<file path="src/rtl/bcw_pkg.sv">
`timescale 1ns/1ps
package bcw_pkg;
  // Kind of bus condition held while the hold window is checked.
  typedef enum logic {
    EV_START = 1'b0,
    EV_STOP  = 1'b1
  } ev_kind_e;

  function automatic int unsigned max2(input int unsigned a, input int unsigned b);
    return (a > b) ? a : b;
  endfunction
endpackage

</file>
<file path="src/rtl/bcw_sync.sv">
`timescale 1ns/1ps
module bcw_sync #(
  parameter int unsigned   WIDTH   = 2,
  parameter int unsigned   STAGES  = 2,
  parameter logic [WIDTH-1:0] RST_VAL = '1
) (
  input  logic             clk_i,
  input  logic             rst_ni,
  input  logic [WIDTH-1:0] d_i,
  output logic [WIDTH-1:0] q_o
);
  logic [STAGES-1:0][WIDTH-1:0] stg_q;
  logic [STAGES-1:0][WIDTH-1:0] stg_d;

  always_comb begin
    stg_d[0] = d_i;
    for (int k = 1; k < STAGES; k++) begin
      stg_d[k] = stg_q[k-1];
    end
  end

  always_ff @(posedge clk_i or negedge rst_ni) begin
    if (!rst_ni) begin
      stg_q <= {STAGES{RST_VAL}};
    end else begin
      stg_q <= stg_d;
    end
  end

  assign q_o = stg_q[STAGES-1];
endmodule

</file>
<file path="src/rtl/bcw_tick.sv">
`timescale 1ns/1ps
module bcw_tick (
  input  logic clk_i,
  input  logic rst_ni,
  input  logic slow_i,
  output logic tick_o
);
  logic phase_q;
  logic phase_d;

  always_comb begin
    phase_d = ~phase_q;
  end

  always_ff @(posedge clk_i or negedge rst_ni) begin
    if (!rst_ni) begin
      phase_q <= 1'b0;
    end else begin
      phase_q <= phase_d;
    end
  end

  // Undivided: every cycle. Divided: on one phase of the toggle.
  assign tick_o = slow_i ? phase_q : 1'b1;
endmodule

</file>
<file path="src/rtl/bcw_cond.sv">
`timescale 1ns/1ps
module bcw_cond
  import bcw_pkg::*;
#(
  parameter int unsigned SETUP_TICKS = 4,
  parameter int unsigned HOLD_TICKS  = 4
) (
  input  logic     clk_i,
  input  logic     rst_ni,
  input  logic     sda_s_i,
  input  logic     scl_s_i,
  input  logic     tick_i,
  output logic     fire_o,
  output ev_kind_e kind_o
);
  localparam int unsigned CMAX = max2(SETUP_TICKS, HOLD_TICKS) + 1;
  localparam int unsigned CW   = $clog2(CMAX + 1);
  localparam logic [CW-1:0] CNT_MAX = CW'(CMAX);
  localparam logic [CW-1:0] SETUP_L = CW'(SETUP_TICKS);
  localparam logic [CW-1:0] HOLD_L  = CW'(HOLD_TICKS);
  localparam logic [CW-1:0] ONE_L   = CW'(1);

  logic          sda_p_q, scl_p_q;
  logic [CW-1:0] scl_cnt_q, scl_cnt_d;
  logic [CW-1:0] hold_q, hold_d;
  logic          pend_q, pend_d;
  ev_kind_e      kind_q, kind_d;
  logic          sda_fall, sda_rise, scl_held, fire;

  always_comb begin
    sda_fall = sda_p_q & ~sda_s_i;
    sda_rise = ~sda_p_q & sda_s_i;
    scl_held = scl_s_i & scl_p_q;

    // Saturating count of ticks spent with the clock line high.
    scl_cnt_d = scl_cnt_q;
    if (!scl_s_i) begin
      scl_cnt_d = '0;
    end else if (tick_i && (scl_cnt_q != CNT_MAX)) begin
      scl_cnt_d = scl_cnt_q + ONE_L;
    end

    pend_d = pend_q;
    kind_d = kind_q;
    hold_d = hold_q;
    fire   = 1'b0;
    if (scl_held && (sda_fall || sda_rise)) begin
      // A qualifying edge always replaces whatever is pending.
      pend_d = (scl_cnt_q > SETUP_L);
      kind_d = sda_rise ? EV_STOP : EV_START;
      hold_d = tick_i ? ONE_L : '0;
    end else if (pend_q) begin
      if (!scl_s_i) begin
        pend_d = 1'b0;
      end else if (tick_i) begin
        if (hold_q == HOLD_L) begin
          fire   = 1'b1;
          pend_d = 1'b0;
        end else begin
          hold_d = hold_q + ONE_L;
        end
      end
    end
  end

  always_ff @(posedge clk_i or negedge rst_ni) begin
    if (!rst_ni) begin
      sda_p_q   <= 1'b1;
      scl_p_q   <= 1'b1;
      scl_cnt_q <= '0;
      hold_q    <= '0;
      pend_q    <= 1'b0;
      kind_q    <= EV_START;
    end else begin
      sda_p_q   <= sda_s_i;
      scl_p_q   <= scl_s_i;
      scl_cnt_q <= scl_cnt_d;
      hold_q    <= hold_d;
      pend_q    <= pend_d;
      kind_q    <= kind_d;
    end
  end

  assign fire_o = fire;
  assign kind_o = kind_q;
endmodule

</file>
<file path="src/rtl/bus_cond_watch.sv">
`timescale 1ns/1ps
module bus_cond_watch
  import bcw_pkg::*;
#(
  parameter int unsigned SETUP_TICKS = 4,
  parameter int unsigned HOLD_TICKS  = 4,
  parameter int unsigned SYNC_STAGES = 2
) (
  input  logic clk_i,
  input  logic rst_ni,
  input  logic sda_i,
  input  logic scl_i,
  input  logic tick_slow_i,
  input  logic irq_ack_i,
  output logic irq_o,
  output logic busy_o
);
  logic [1:0] rst_pipe_q;
  logic       rst_n;
  logic [1:0] line_s;
  logic       sda_s, scl_s, tick, fire;
  ev_kind_e   kind;
  logic       irq_q, irq_d, busy_q, busy_d;

  // Reset asserts at once and releases on the clock.
  always_ff @(posedge clk_i or negedge rst_ni) begin
    if (!rst_ni) begin
      rst_pipe_q <= 2'b00;
    end else begin
      rst_pipe_q <= {rst_pipe_q[0], 1'b1};
    end
  end
  assign rst_n = rst_pipe_q[1];

  bcw_sync #(
    .WIDTH  (2),
    .STAGES (SYNC_STAGES),
    .RST_VAL(2'b11)
  ) line_sync_i (
    .clk_i (clk_i),
    .rst_ni(rst_n),
    .d_i   ({sda_i, scl_i}),
    .q_o   (line_s)
  );
  assign sda_s = line_s[1];
  assign scl_s = line_s[0];

  bcw_tick tick_i (
    .clk_i (clk_i),
    .rst_ni(rst_n),
    .slow_i(tick_slow_i),
    .tick_o(tick)
  );

  bcw_cond #(
    .SETUP_TICKS(SETUP_TICKS),
    .HOLD_TICKS (HOLD_TICKS)
  ) cond_i (
    .clk_i  (clk_i),
    .rst_ni (rst_n),
    .sda_s_i(sda_s),
    .scl_s_i(scl_s),
    .tick_i (tick),
    .fire_o (fire),
    .kind_o (kind)
  );

  always_comb begin
    irq_d  = irq_q;
    busy_d = busy_q;
    if (fire) begin
      irq_d  = 1'b1;
      busy_d = (kind == EV_START);
    end else if (irq_ack_i) begin
      irq_d = 1'b0;
    end
  end

  always_ff @(posedge clk_i or negedge rst_n) begin
    if (!rst_n) begin
      irq_q  <= 1'b0;
      busy_q <= 1'b0;
    end else begin
      irq_q  <= irq_d;
      busy_q <= busy_d;
    end
  end

  assign irq_o  = irq_q;
  assign busy_o = busy_q;
endmodule

</file>
<file path="config.mk">
export PLATFORM = sky130hd
export DESIGN_NAME = bus_cond_watch
export DESIGN_NICKNAME = d
export VERILOG_FILES = /design/src/rtl/bcw_pkg.sv /design/src/rtl/bcw_sync.sv /design/src/rtl/bcw_tick.sv /design/src/rtl/bcw_cond.sv /design/src/rtl/bus_cond_watch.sv
export SDC_FILE = /design/constraint.sdc
export NUM_CORES = 1
export LEC_CHECK = 0
export BUFFER_PORTS_ARGS = -buffer_cell sky130_fd_sc_hd__buf_2
export CAP_MARGIN = 20
export CORE_MARGIN = 2
export CORE_UTILIZATION = 30
export DETAILED_ROUTE_END_ITERATION = 8
export PLACE_DENSITY = 0.52
export SYNTH_ARGS = -nofsm -noshare
export SYNTH_HDL_FRONTEND = slang
export SYNTH_SLANG_ARGS = --single-unit
</file>
<file path="constraint.sdc">
create_clock -name clk_i -period 0.8 [get_ports clk_i]
set_input_delay 0.12 -clock clk_i [delete_from_list [all_inputs] [get_ports clk_i]]
set_output_delay 0.12 -clock clk_i [all_outputs]
set_load 0.1 [all_outputs]
</file>
==> results.cfg, run 1 <==
[cells_and_area]
n_antenna_cell = 0
flow.area_growth_from_synthesis_pct = 43.8
layout.area.seq_sq_um = 487
stdcell_area_sq_um = 1230
fill_cell_instance_count_of_the_final_layout = 257
ratio_of_cells_with_drive_above_1_in_the_final_layout_pct = 54.1
multiInputGateArea_sq_um = 434
final_net_count = 111

[yosys]
synth.distinct_cells = 27
sequential_area_share_after_synthesis_pct = 56.6
syn_avg_cell_area_sq_um = 11.5
netlist_area_sq_um = 853
synth-warning-count = 0
synthesis.nets = 86
syn-instance-count = 74
yosys_register_bits = 19

[flow_run]
maxCapViolCount = 0

[timing]
clock.fmax_mhz = 731
slew_violations = 0
finalClockSkew_ns = 0.00198
report.final.setup_viol = 12
min_period_ns = 1.37
grt_setup_unrepaired = yes
finalHoldViolations = 0
post_route_setup_tns_ns = -4.98
postLayoutSetupSlackWorst_ns = -0.568
final_period_utilization_pct = 171

[detailed_routing]
postRouteAntennaNets = 0
drt_pre_antenna_iters = 4
route.detailed.vias_per_inst = 4.66
wire_per_inst_microns = 12.0
via_count = 601
wirelength_mm = 1.55
drt-initial-drc-count = 11
drc = 0

[grt]
first_global_vias = 634
grtUsageTotal_pct = 10.6
antenna_found_initial = 0
grt_busiest_layer = met2
global_route.usage.met1_pct = 11.8
global_route.overflow_total = 0
grt_max_degree = 18
use_met3_pct = 4.76
wire_length_of_the_first_global_routing_pass_mm = 2.60
groute.layer.met2.usage_pct = 18.2

[setup_path]
highest_net_fanout_along_the_worst_path = 3
critical_path.endpoint_type = flop
slowest_stage = dfstp_2
crit_path_max_incr_delay_ns = 0.54
rr_endpoint = cond_i.kind_o$_DFFE_PN0P_
ff2ff_setup_slack_ns = -0.57
critPathRequiredTime_ns = 1.00
timing.rr.start = cond_i.sda_p_q$_DFF_PN1_
worst_setup_path_start_kind = flop
crit_arrival_ns = 1.56
timing.critical_path.cells = inv_2 -> ha_4 -> nand3b_4 -> mux2_4
timing.reg2reg.worst_path_depth = 4
path_class = flop to flop

[placed_design]
detailed_place.area_sq_um = 1040
buffers_on_ports = 7
routabilityCongestion = 0.724
dpl.hpwl_mm = 1.04

[floorplan]
die_area_sq_um = 3290
core.rowCount = 19
ios = 8
floorplan.core_area_sq_um = 2730
chipHeight_microns = 57.3
chipWidth_microns = 57.3
floorplan.initialDensity_pct = 31.2

[pwr]
worst_vdd_ir_uv = 1330
report.power.total_uw = 1850
static-leakage-power_uw = 0.000548
cellPowerDensity_nw_per_um2 = 1510

[cts]
cts_buffer_depth = 2
tritoncts = done
tritoncts_num_sinks = 19
number_of_buffers_created_by_cts = 3
clkLatencyLatePin_ns = 0.30
cts.root.buffer_cell = clkbuf_4
cts_htree_levels = 1
cts.clk_slew.worst_paths_ns = 0.11

[run_status]
status = complete, but fails checks
failed_checks = negative setup slack

[hold_path]
hold_path_class = primary input to async pin
## layout make-up
| type | instances | area share (%) |
|---|---|---|
| tap | 31 | 3.16 |
| timing repair buffer | 21 | 16.0 |
| multi-input combinational | 43 | 35.4 |
| clock buffer | 3 | 1.83 |
| inverter | 11 | 3.36 |
| clock inverter | 1 | 0.612 |
| sequential | 19 | 39.7 |
## worst max-delay path, delay by kind of cell (launching register included)
kind	cells	cell delay (ns)
buffers and inverters	1	0.04
flip-flops	1	0.54
adder cells (fa/ha/maj)	1	0.25
AND/OR/NAND/NOR	1	0.13
multiplexers	1	0.30
## cells by family (layout without fill, tap and decap cells)
| kind of cell | Yosys count | after routing | share of synthesized area, % |
|---|---|---|---|
| simple gates | 21 | 21 | 16.1 |
| flops | 19 | 19 | 56.6 |
| compound gates | 12 | 12 | 8.65 |
| buf+inv | 12 | 36 | 5.72 |
| fa+ha+maj | 6 | 6 | 8.80 |
| mux | 3 | 3 | 3.67 |
| other cells | 1 | 1 | 0.439 |
## flip-flops by register name, indices dropped and copies added, names as in the netlist
register           flops
cond_i.sda_p_q         1
line_sync_i.q_o        2
cond_i.scl_cnt_q       3
irq_o                  1
rst_pipe_q             2
cond_i.hold_q          3
tick_i.phase_q         1
cond_i.pend_q          1
cond_i.kind_o          1
line_sync_i.stg_d      2
busy_o                 1
cond_i.scl_p_q         1
## per-layer routing
layer  wire length, microns  share of wire (%)  vias to the layer above
met3                     72                4.6                        2
met1                    645                 42                      292
met5                      0                  0                        -
li1                       -                  -                      295
met2                    822                 53                       12
met4                     10               0.65                        0
## per-stage QoR
stage	hold slack (ns)	std cells	setup WS (ns)	utilization, %
final	0.104	129	-0.568	44.9
after global routing	0.103	129	-0.603	44.9
after CTS	0.0905	129	-0.578	42.6
after detailed placement	-0.0928	119	-0.607	38.1
after global placement	-0.0939	119	-0.579	38.1
after floorplan	-0.176	74	-0.594	-
## power by group
part           internal, uW  leakage (uW)  switching, uW
Combinational           157      0.000310            134
Sequential             1020      0.000225           39.0
Clock                   190     0.0000139            310
Total                  1370      0.000548            483
## worst max-delay path by stage
stage / slack, ns / start / depth (start not counted) / endpoint
after floorplan: -0.59 / cond_i.sda_p_q$_DFF_PN1_ / 4 / cond_i.kind_o$_DFFE_PN0P_
after global placement: -0.58 / cond_i.sda_p_q$_DFF_PN1_ / 4 / cond_i.kind_o$_DFFE_PN0P_
after detailed placement: -0.61 / cond_i.sda_p_q$_DFF_PN1_ / 6 / cond_i.hold_q[0]$_DFFE_PN0P_
after CTS: -0.58 / cond_i.sda_p_q$_DFF_PN1_ / 4 / cond_i.kind_o$_DFFE_PN0P_
after global routing: -0.60 / cond_i.sda_p_q$_DFF_PN1_ / 4 / cond_i.kind_o$_DFFE_PN0P_
final: -0.57 / cond_i.sda_p_q$_DFF_PN1_ / 4 / cond_i.kind_o$_DFFE_PN0P_
## synth_stat cells (all sizes together)
library cell / n / area, sq um
a21boi: 1 / 7.51
nand2: 4 / 15.0
buf: 1 / 7.51
o211ai: 1 / 7.51
o31ai: 3 / 22.5
a21oi: 3 / 15.0
nand4: 4 / 37.5
nor2: 1 / 3.75
nor4: 1 / 6.26
nand3b: 1 / 11.3
mux2i: 2 / 20.0
inv: 11 / 41.3
a31oi: 1 / 6.26
nand2b: 3 / 18.8
conb: 1 / 3.75
ha: 6 / 75.1
nor2b: 1 / 8.76
dfstp: 6 / 158
o21ai: 3 / 15.0
nand3: 2 / 10.0
and2: 3 / 21.3
nor3: 1 / 5.00
dfrtp: 13 / 325
mux2: 1 / 11.3
## timing repair
item	in CTS	in global routing
gates cloned	0	0
pin swaps	3	4
endpoints found under the hold margin	5	0
setup endpoints to repair	12	12
buffers inserted	2	0
hold buffers	4	0
resized for setup	9	13
## placed cells by master, fill, tap and decap left out, types with 3 or more instances in the layout
cell type | netlist | layout
buf_12 | 0 | 3
buf_2 | 0 | 5
buf_4 | 1 | 8
clkbuf_4 | 0 | 3
dfrtp_1 | 13 | 10
dfrtp_2 | 0 | 3
dfstp_2 | 6 | 6
dlygate4sd3_1 | 0 | 4
ha_1 | 6 | 3
inv_1 | 11 | 9
nand2_1 | 4 | 4
o31ai_2 | 0 | 3
No activity file was read; power rests on OpenSTA's default activity.
==> inputs of run 2 (changes only) <==
--- a/config.mk
+++ b/config.mk
@@ -5,6 +5,7 @@
 export SDC_FILE = /design/constraint.sdc
 export NUM_CORES = 1
 export LEC_CHECK = 0
+export ABC_AREA = 1
 export BUFFER_PORTS_ARGS = -buffer_cell sky130_fd_sc_hd__buf_2
 export CAP_MARGIN = 20
 export CORE_MARGIN = 2
==> run 2 against run 1 <==
The run still ends with negative setup slack left. Wire length decreased by 5.1%. Die area up 4.8%. Final cell count is 15% higher. Worst setup slack better by 0.016 ns. Highest routed layer unchanged. Non-clock buffer count increased by 1. Power increased by 21%. Critical path type unchanged.
==> results.cfg, run 2 <==
[cells_and_area]
ratio_of_cells_with_drive_above_1_in_the_final_layout_pct = 45.3
n_antenna_cell = 0
final_cell_mix = nand2_1, dfrtp_1, inv_1, buf_4
final_net_count = 130
largest_registers = cond_i.hold_q: 3 flops, cond_i.scl_cnt_q: 3 flops
final_cells = 148
leading_cell_type_in_the_layout_fill_and_taps_excluded = nand2_1
flow.area_growth_from_synthesis_pct = 34.3
fill_cell_instance_count_of_the_final_layout = 272
stdcell_area_sq_um = 1200

[setup_path]
timing.critical_path.cells = inv_2 -> ha_4 -> inv_4 -> nand3_4 -> nand2_4 -> o21bai_1 -> nand2_1
critical_path.endpoint_type = flop
critPathRequiredTime_ns = 1.00
largest_delay_contributor_family_on_the_critical_path = flip-flops
path_class = flop to flop
worst_setup_path_start_kind = flop
crit_path_max_incr_delay_ns = 0.54
slowest_stage = dfstp_2
critical_path_buf_inv_count = 2
highest_net_fanout_along_the_worst_path = 6
crit_arrival_ns = 1.55

[yosys]
syn_avg_cell_area_sq_um = 9.75
post_synth_top_area_share_pct = 36.3
netlist_area_sq_um = 897
synth-warning-count = 0
synth-edff-count = 0
synth.top_cells.by_count = nand2_1, inv_1, dfrtp_1
synth_ff_type = dfrtp_1
synth.distinct_cells = 21
syn-instance-count = 92
yosys_register_bits = 19
post-synth-top-area-cell = dfrtp_1
sequential_area_share_after_synthesis_pct = 53.8
ys_top_cells_by_area = dfrtp_1, dfstp_2, ha_1
synthMostInstantiatedCell = nand2_1
synth-async-reset-ratio_pct = 100
synthesis.nets = 104

[grt]
wire_length_of_the_first_global_routing_pass_mm = 2.69
antenna_found_initial = 0
first_global_vias = 651
global_route.overflow_total = 0
grtUsageTotal_pct = 10.5
grt_max_degree = 18

[pwr]
power.share.clock_pct = 22.3
cellPowerDensity_nw_per_um2 = 1860
worst_vdd_ir_uv = 939
switching_share_pct = 30.3
switching_power_uw = 680
static-leakage-power_uw = 0.000587
report.power.total_uw = 2240
internal-power_uw = 1560
power.sequential.fraction_pct = 50.7
comb_power_share_pct = 26.9

[detailed_routing]
drc = 0
drt-initial-drc-count = 11
drt_pre_antenna_iters = 5
via_count = 642
route.detailed.vias_per_inst = 4.34
wire_per_inst_microns = 9.94
postRouteAntennaNets = 0
wirelength_mm = 1.47

[floorplan]
floorplan.core_area_sq_um = 2810
floorplan.initialDensity_pct = 32.0
chipWidth_microns = 58.7
ios = 8
chipHeight_microns = 58.7
core.rowCount = 19
die_area_sq_um = 3440

[run_status]
failed_checks = negative setup slack
status = complete, but fails checks

[timing]
slew_violations = 0
final_period_utilization_pct = 169
finalHoldWorstSlack_ns = 0.103
postLayoutSetupSlackWorst_ns = -0.552
finalClockSkew_ns = 0.00250
finalHoldViolations = 0
grt_setup_unrepaired = yes
report.final.setup_viol = 13
clock.fmax_mhz = 740
min_period_ns = 1.35

[cts]
cts.root.buffer_cell = clkbuf_4
tritoncts = done
cts_buffer_depth = 2
clkLatencyLatePin_ns = 0.30
tritoncts_num_sinks = 19
cts.clk_slew.worst_paths_ns = 0.11
cts_htree_levels = 1
number_of_buffers_created_by_cts = 3

[placed_design]
buffers_on_ports = 7
detailed_place.area_sq_um = 1070
routabilityCongestion = 0.767
place.detailed.instances = 138
dpl.hpwl_mm = 1.10

[hold_path]
hold_path_class = primary input to async pin

[flow_run]
maxCapViolCount = 0
==> run 2: changes by cell type after synthesis, sizes merged, moves of 4 or more <==
cell   delta
nor2      +5
nand3     +8
nand2    +21
inv       +5
nand4     -4
==> run 2: layer usage <==
layer / track usage, % / share of wire (%) / wire length [microns]
met1: 11.7 / 46 / 673
met2: 18.6 / 49 / 726
met3: 3.96 / 3.8 / 56
met4: 2.92 / 0.95 / 14
met5: 0 / 0 / 0
==> run 2: final timing paths <==
kind	cells after the start	start	to	slack, ns
min reg2reg	1	rst_pipe_q[1]$_DFF_PN0_	cond_i.kind_o$_DFFE_PN0P_	0.19
max reg2reg	7	cond_i.sda_p_q$_DFF_PN1_	busy_o$_DFFE_PN0P_	-0.55
max	7	cond_i.sda_p_q$_DFF_PN1_	busy_o$_DFFE_PN0P_	-0.55
min in group clk_i	6	tick_slow_i	cond_i.hold_q[0]$_DFFE_PN0P_	0.24
min	2	rst_ni	rst_pipe_q[0]$_DFF_PN0_	0.10
max in group asynchronous	1	rst_pipe_q[1]$_DFF_PN0_	cond_i.scl_p_q$_DFF_PN1_	0.36
==> run 2: timing repair <==
item	in CTS	in global routing
cloned	0	0
resized for setup	10	4
pin swaps	4	4
setup endpoints to repair	13	13
setup buffers	1	1
hold buffers	4	0
endpoints found under the hold margin	5	0
==> run 2: cell type report <==
class	count	area [sq um]	share of cell area [%]
flip-flops and latches	19	485	40.3
well taps	31	38.8	3.22
inverters	17	67.6	5.61
clock buffers	3	22.5	1.87
multi-input cells	55	392	32.5
repair buffers	22	191	15.9
clock inverters	1	7.51	0.623
==> run 2: through the flow <==
stage	utilization (%)	TNS (ns)	setup slack, ns
2_1_floorplan	-	-3.45	-0.470
4_1_cts	42.2	-4.77	-0.570
5_1_grt	43.0	-5.63	-0.659
3_5_place_dp	38.3	-4.03	-0.551
3_3_place_gp	38.3	-3.75	-0.509
6_report	43.0	-4.66	-0.552
==> run 2: worst reg2reg max path: stages, from the launching register on <==
cell and delay, ns:
dfstp_2 0.54, inv_2 0.04, ha_4 0.28, inv_4 0.04, nand3_4 0.09, nand2_4 0.06
o21bai_1 0.15, nand2_1 0.06
==> run 2: cell families after synthesis <==
family | after synthesis | share of synthesized area [%]
xor+xnor | 1 | 0.976
fa+ha+maj | 6 | 8.37
buf+inv | 18 | 8.51
compound gates | 6 | 3.77
simple gates | 41 | 24.1
flops | 19 | 53.8
other cells | 1 | 0.418
==> run 2: power by group through the flow <==
stage | combinational [uW] | sequential (uW) | clock (uW)
floorplan | 323 | 1170 | 0
global placement | 557 | 1150 | 0
detailed placement | 563 | 1150 | 0
CTS | 603 | 1140 | 529
global route | 703 | 1160 | 579
finish | 604 | 1140 | 500
==> inputs of run 3 (changes only) <==
--- a/config.mk
+++ b/config.mk
@@ -12,6 +12,7 @@
 export CORE_UTILIZATION = 30
 export DETAILED_ROUTE_END_ITERATION = 8
 export PLACE_DENSITY = 0.52
+export SKIP_CTS_REPAIR_TIMING = 1
 export SYNTH_ARGS = -nofsm -noshare
 export SYNTH_HDL_FRONTEND = slang
 export SYNTH_SLANG_ARGS = --single-unit
==> run 3 against run 2 <==
The run still ends with negative setup slack left. Core utilization is 0.54 points lower. Flip-flop and latch count stayed put. Global-route usage fell by 0.37 points. Final cell count rose by 0.68%. Via count increased by 0.78%. Largest power group unchanged.
==> results.cfg, run 3 (synthesized netlist as in run 2, its figures left out) <==
[detailed_routing]
wl_met2_microns = 747
route.detailed.vias_per_inst = 4.34
postRouteAntennaNets = 0
drc = 0
via_count = 647
top_signal_layer_used = met4
route.layer.met1.wl_microns = 688
met3WireLength_microns = 58
wire_per_inst_microns = 10.1
drt-initial-drc-count = 6
wirelength_mm = 1.51
drt_pre_antenna_iters = 4

[timing]
clock.fmax_mhz = 740
finalHoldViolations = 0
finalHoldWorstSlack_ns = 0.117
postLayoutSetupSlackWorst_ns = -0.552
finalClockSkew_ns = 0.00272
min_period_ns = 1.35
post_route_setup_tns_ns = -4.79
slew_violations = 0
final_period_utilization_pct = 169
report.final.setup_viol = 13
grt_setup_unrepaired = yes

[cells_and_area]
largest_registers = cond_i.hold_q: 3 flops, cond_i.scl_cnt_q: 3 flops
final_cell_mix = nand2_1, dfrtp_1, inv_1, buf_4, nand3_1
n_antenna_cell = 0
fill_cell_instance_count_of_the_final_layout = 274
final_net_count = 131
ratio_of_cells_with_drive_above_1_in_the_final_layout_pct = 40.7
flow.area_growth_from_synthesis_pct = 32.6
multiInputGateArea_sq_um = 373
stdcell_area_sq_um = 1190
layout.area.seq_sq_um = 484
leading_cell_type_in_the_layout_fill_and_taps_excluded = nand2_1

[placed_design]
buffers_on_ports = 7
minimum_setup_slack_after_placement_ns = -0.551
detailed_place.area_sq_um = 1070
routabilityCongestion = 0.767
dpl.hpwl_mm = 1.10

[flow_run]
maxCapViolCount = 0

[floorplan]
ios = 8
floorplan.initialDensity_pct = 32.0
floorplan.core_area_sq_um = 2810
die_area_sq_um = 3440
chipWidth_microns = 58.7
chipHeight_microns = 58.7
core.rowCount = 19

[grt]
wire_length_of_the_first_global_routing_pass_mm = 2.58
grtUsageTotal_pct = 10.1
antenna_found_initial = 0
first_global_vias = 612
global_route.overflow_total = 0
grt_max_degree = 18

[pwr]
worst_vdd_ir_uv = 902
cellPowerDensity_nw_per_um2 = 1890
report.power.total_uw = 2250
static-leakage-power_uw = 0.000594

[setup_path]
crit_arrival_ns = 1.55
critPathRequiredTime_ns = 1.00
critical_path.endpoint_type = flop
highest_net_fanout_along_the_worst_path = 6
worst_setup_path_start_kind = flop
path_class = flop to flop

[cts]
tritoncts = done
cts_htree_levels = 1
cts.root.buffer_cell = clkbuf_4
cts.clk_slew.worst_paths_ns = 0.11
clkLatencyLatePin_ns = 0.30
number_of_buffers_created_by_cts = 3
cts_buffer_depth = 2
tritoncts_num_sinks = 19

[run_status]
status = complete, but fails checks
failed_checks = negative setup slack

[hold_path]
hold_path_class = primary input to async pin
-- run 3: changes by cell type in the layout (fill, tap and decap cells not counted), sizes merged --
cell	before	now
buf	18	19
-- run 3: worst paths after layout --
path | cells past startpoint | slack, ns | startpoint | to
max | 7 | -0.55 | cond_i.sda_p_q$_DFF_PN1_ | busy_o$_DFFE_PN0P_
min | 2 | 0.12 | rst_ni | rst_pipe_q[1]$_DFF_PN0_
max reg2reg | 7 | -0.55 | cond_i.sda_p_q$_DFF_PN1_ | busy_o$_DFFE_PN0P_
min reg2reg | 1 | 0.19 | rst_pipe_q[1]$_DFF_PN0_ | cond_i.kind_o$_DFFE_PN0P_
max in group asynchronous | 1 | 0.36 | rst_pipe_q[1]$_DFF_PN0_ | cond_i.scl_p_q$_DFF_PN1_
min in group clk_i | 6 | 0.23 | tick_slow_i | cond_i.hold_q[0]$_DFFE_PN0P_
-- run 3: stage by stage --
step                      std cells  utilization, %
after floorplan                  92               -
after global placement          138            38.3
after detailed placement        138            38.3
after CTS                       142            39.3
after global routing            149            42.4
final                           149            42.4
-- run 3: final cells by class --
| class | instances | area share, % |
|---|---|---|
| clock buffers | 3 | 1.89 |
| clock inverters | 1 | 0.631 |
| inverters | 17 | 5.47 |
| multi-input cells | 55 | 31.3 |
| flip-flops and latches | 19 | 40.7 |
| well taps | 31 | 3.26 |
| repair buffers | 23 | 16.7 |
-- run 3: critical path, cell delays in order (launching register included) --
cell and delay (ns):
dfstp_2 0.54, inv_2 0.04, ha_4 0.21, buf_4 0.13
nor2_4 0.16, nor2_1 0.06, nand3_1 0.07, nand2_1 0.05
-- run 3: power by group --
part | switching (uW) | internal [uW] | total [uW]
registers | 60.2 | 1070 | 1130
clock network | 309 | 190 | 500
logic | 312 | 305 | 617
-- run 3: metal layers --
layer / track usage (%) / vias to the layer above
met5: 0 / -
li1: - / 330
met2: 17.5 / 9
met3: 3.96 / 3
met1: 11.6 / 305
met4: 2.92 / 0
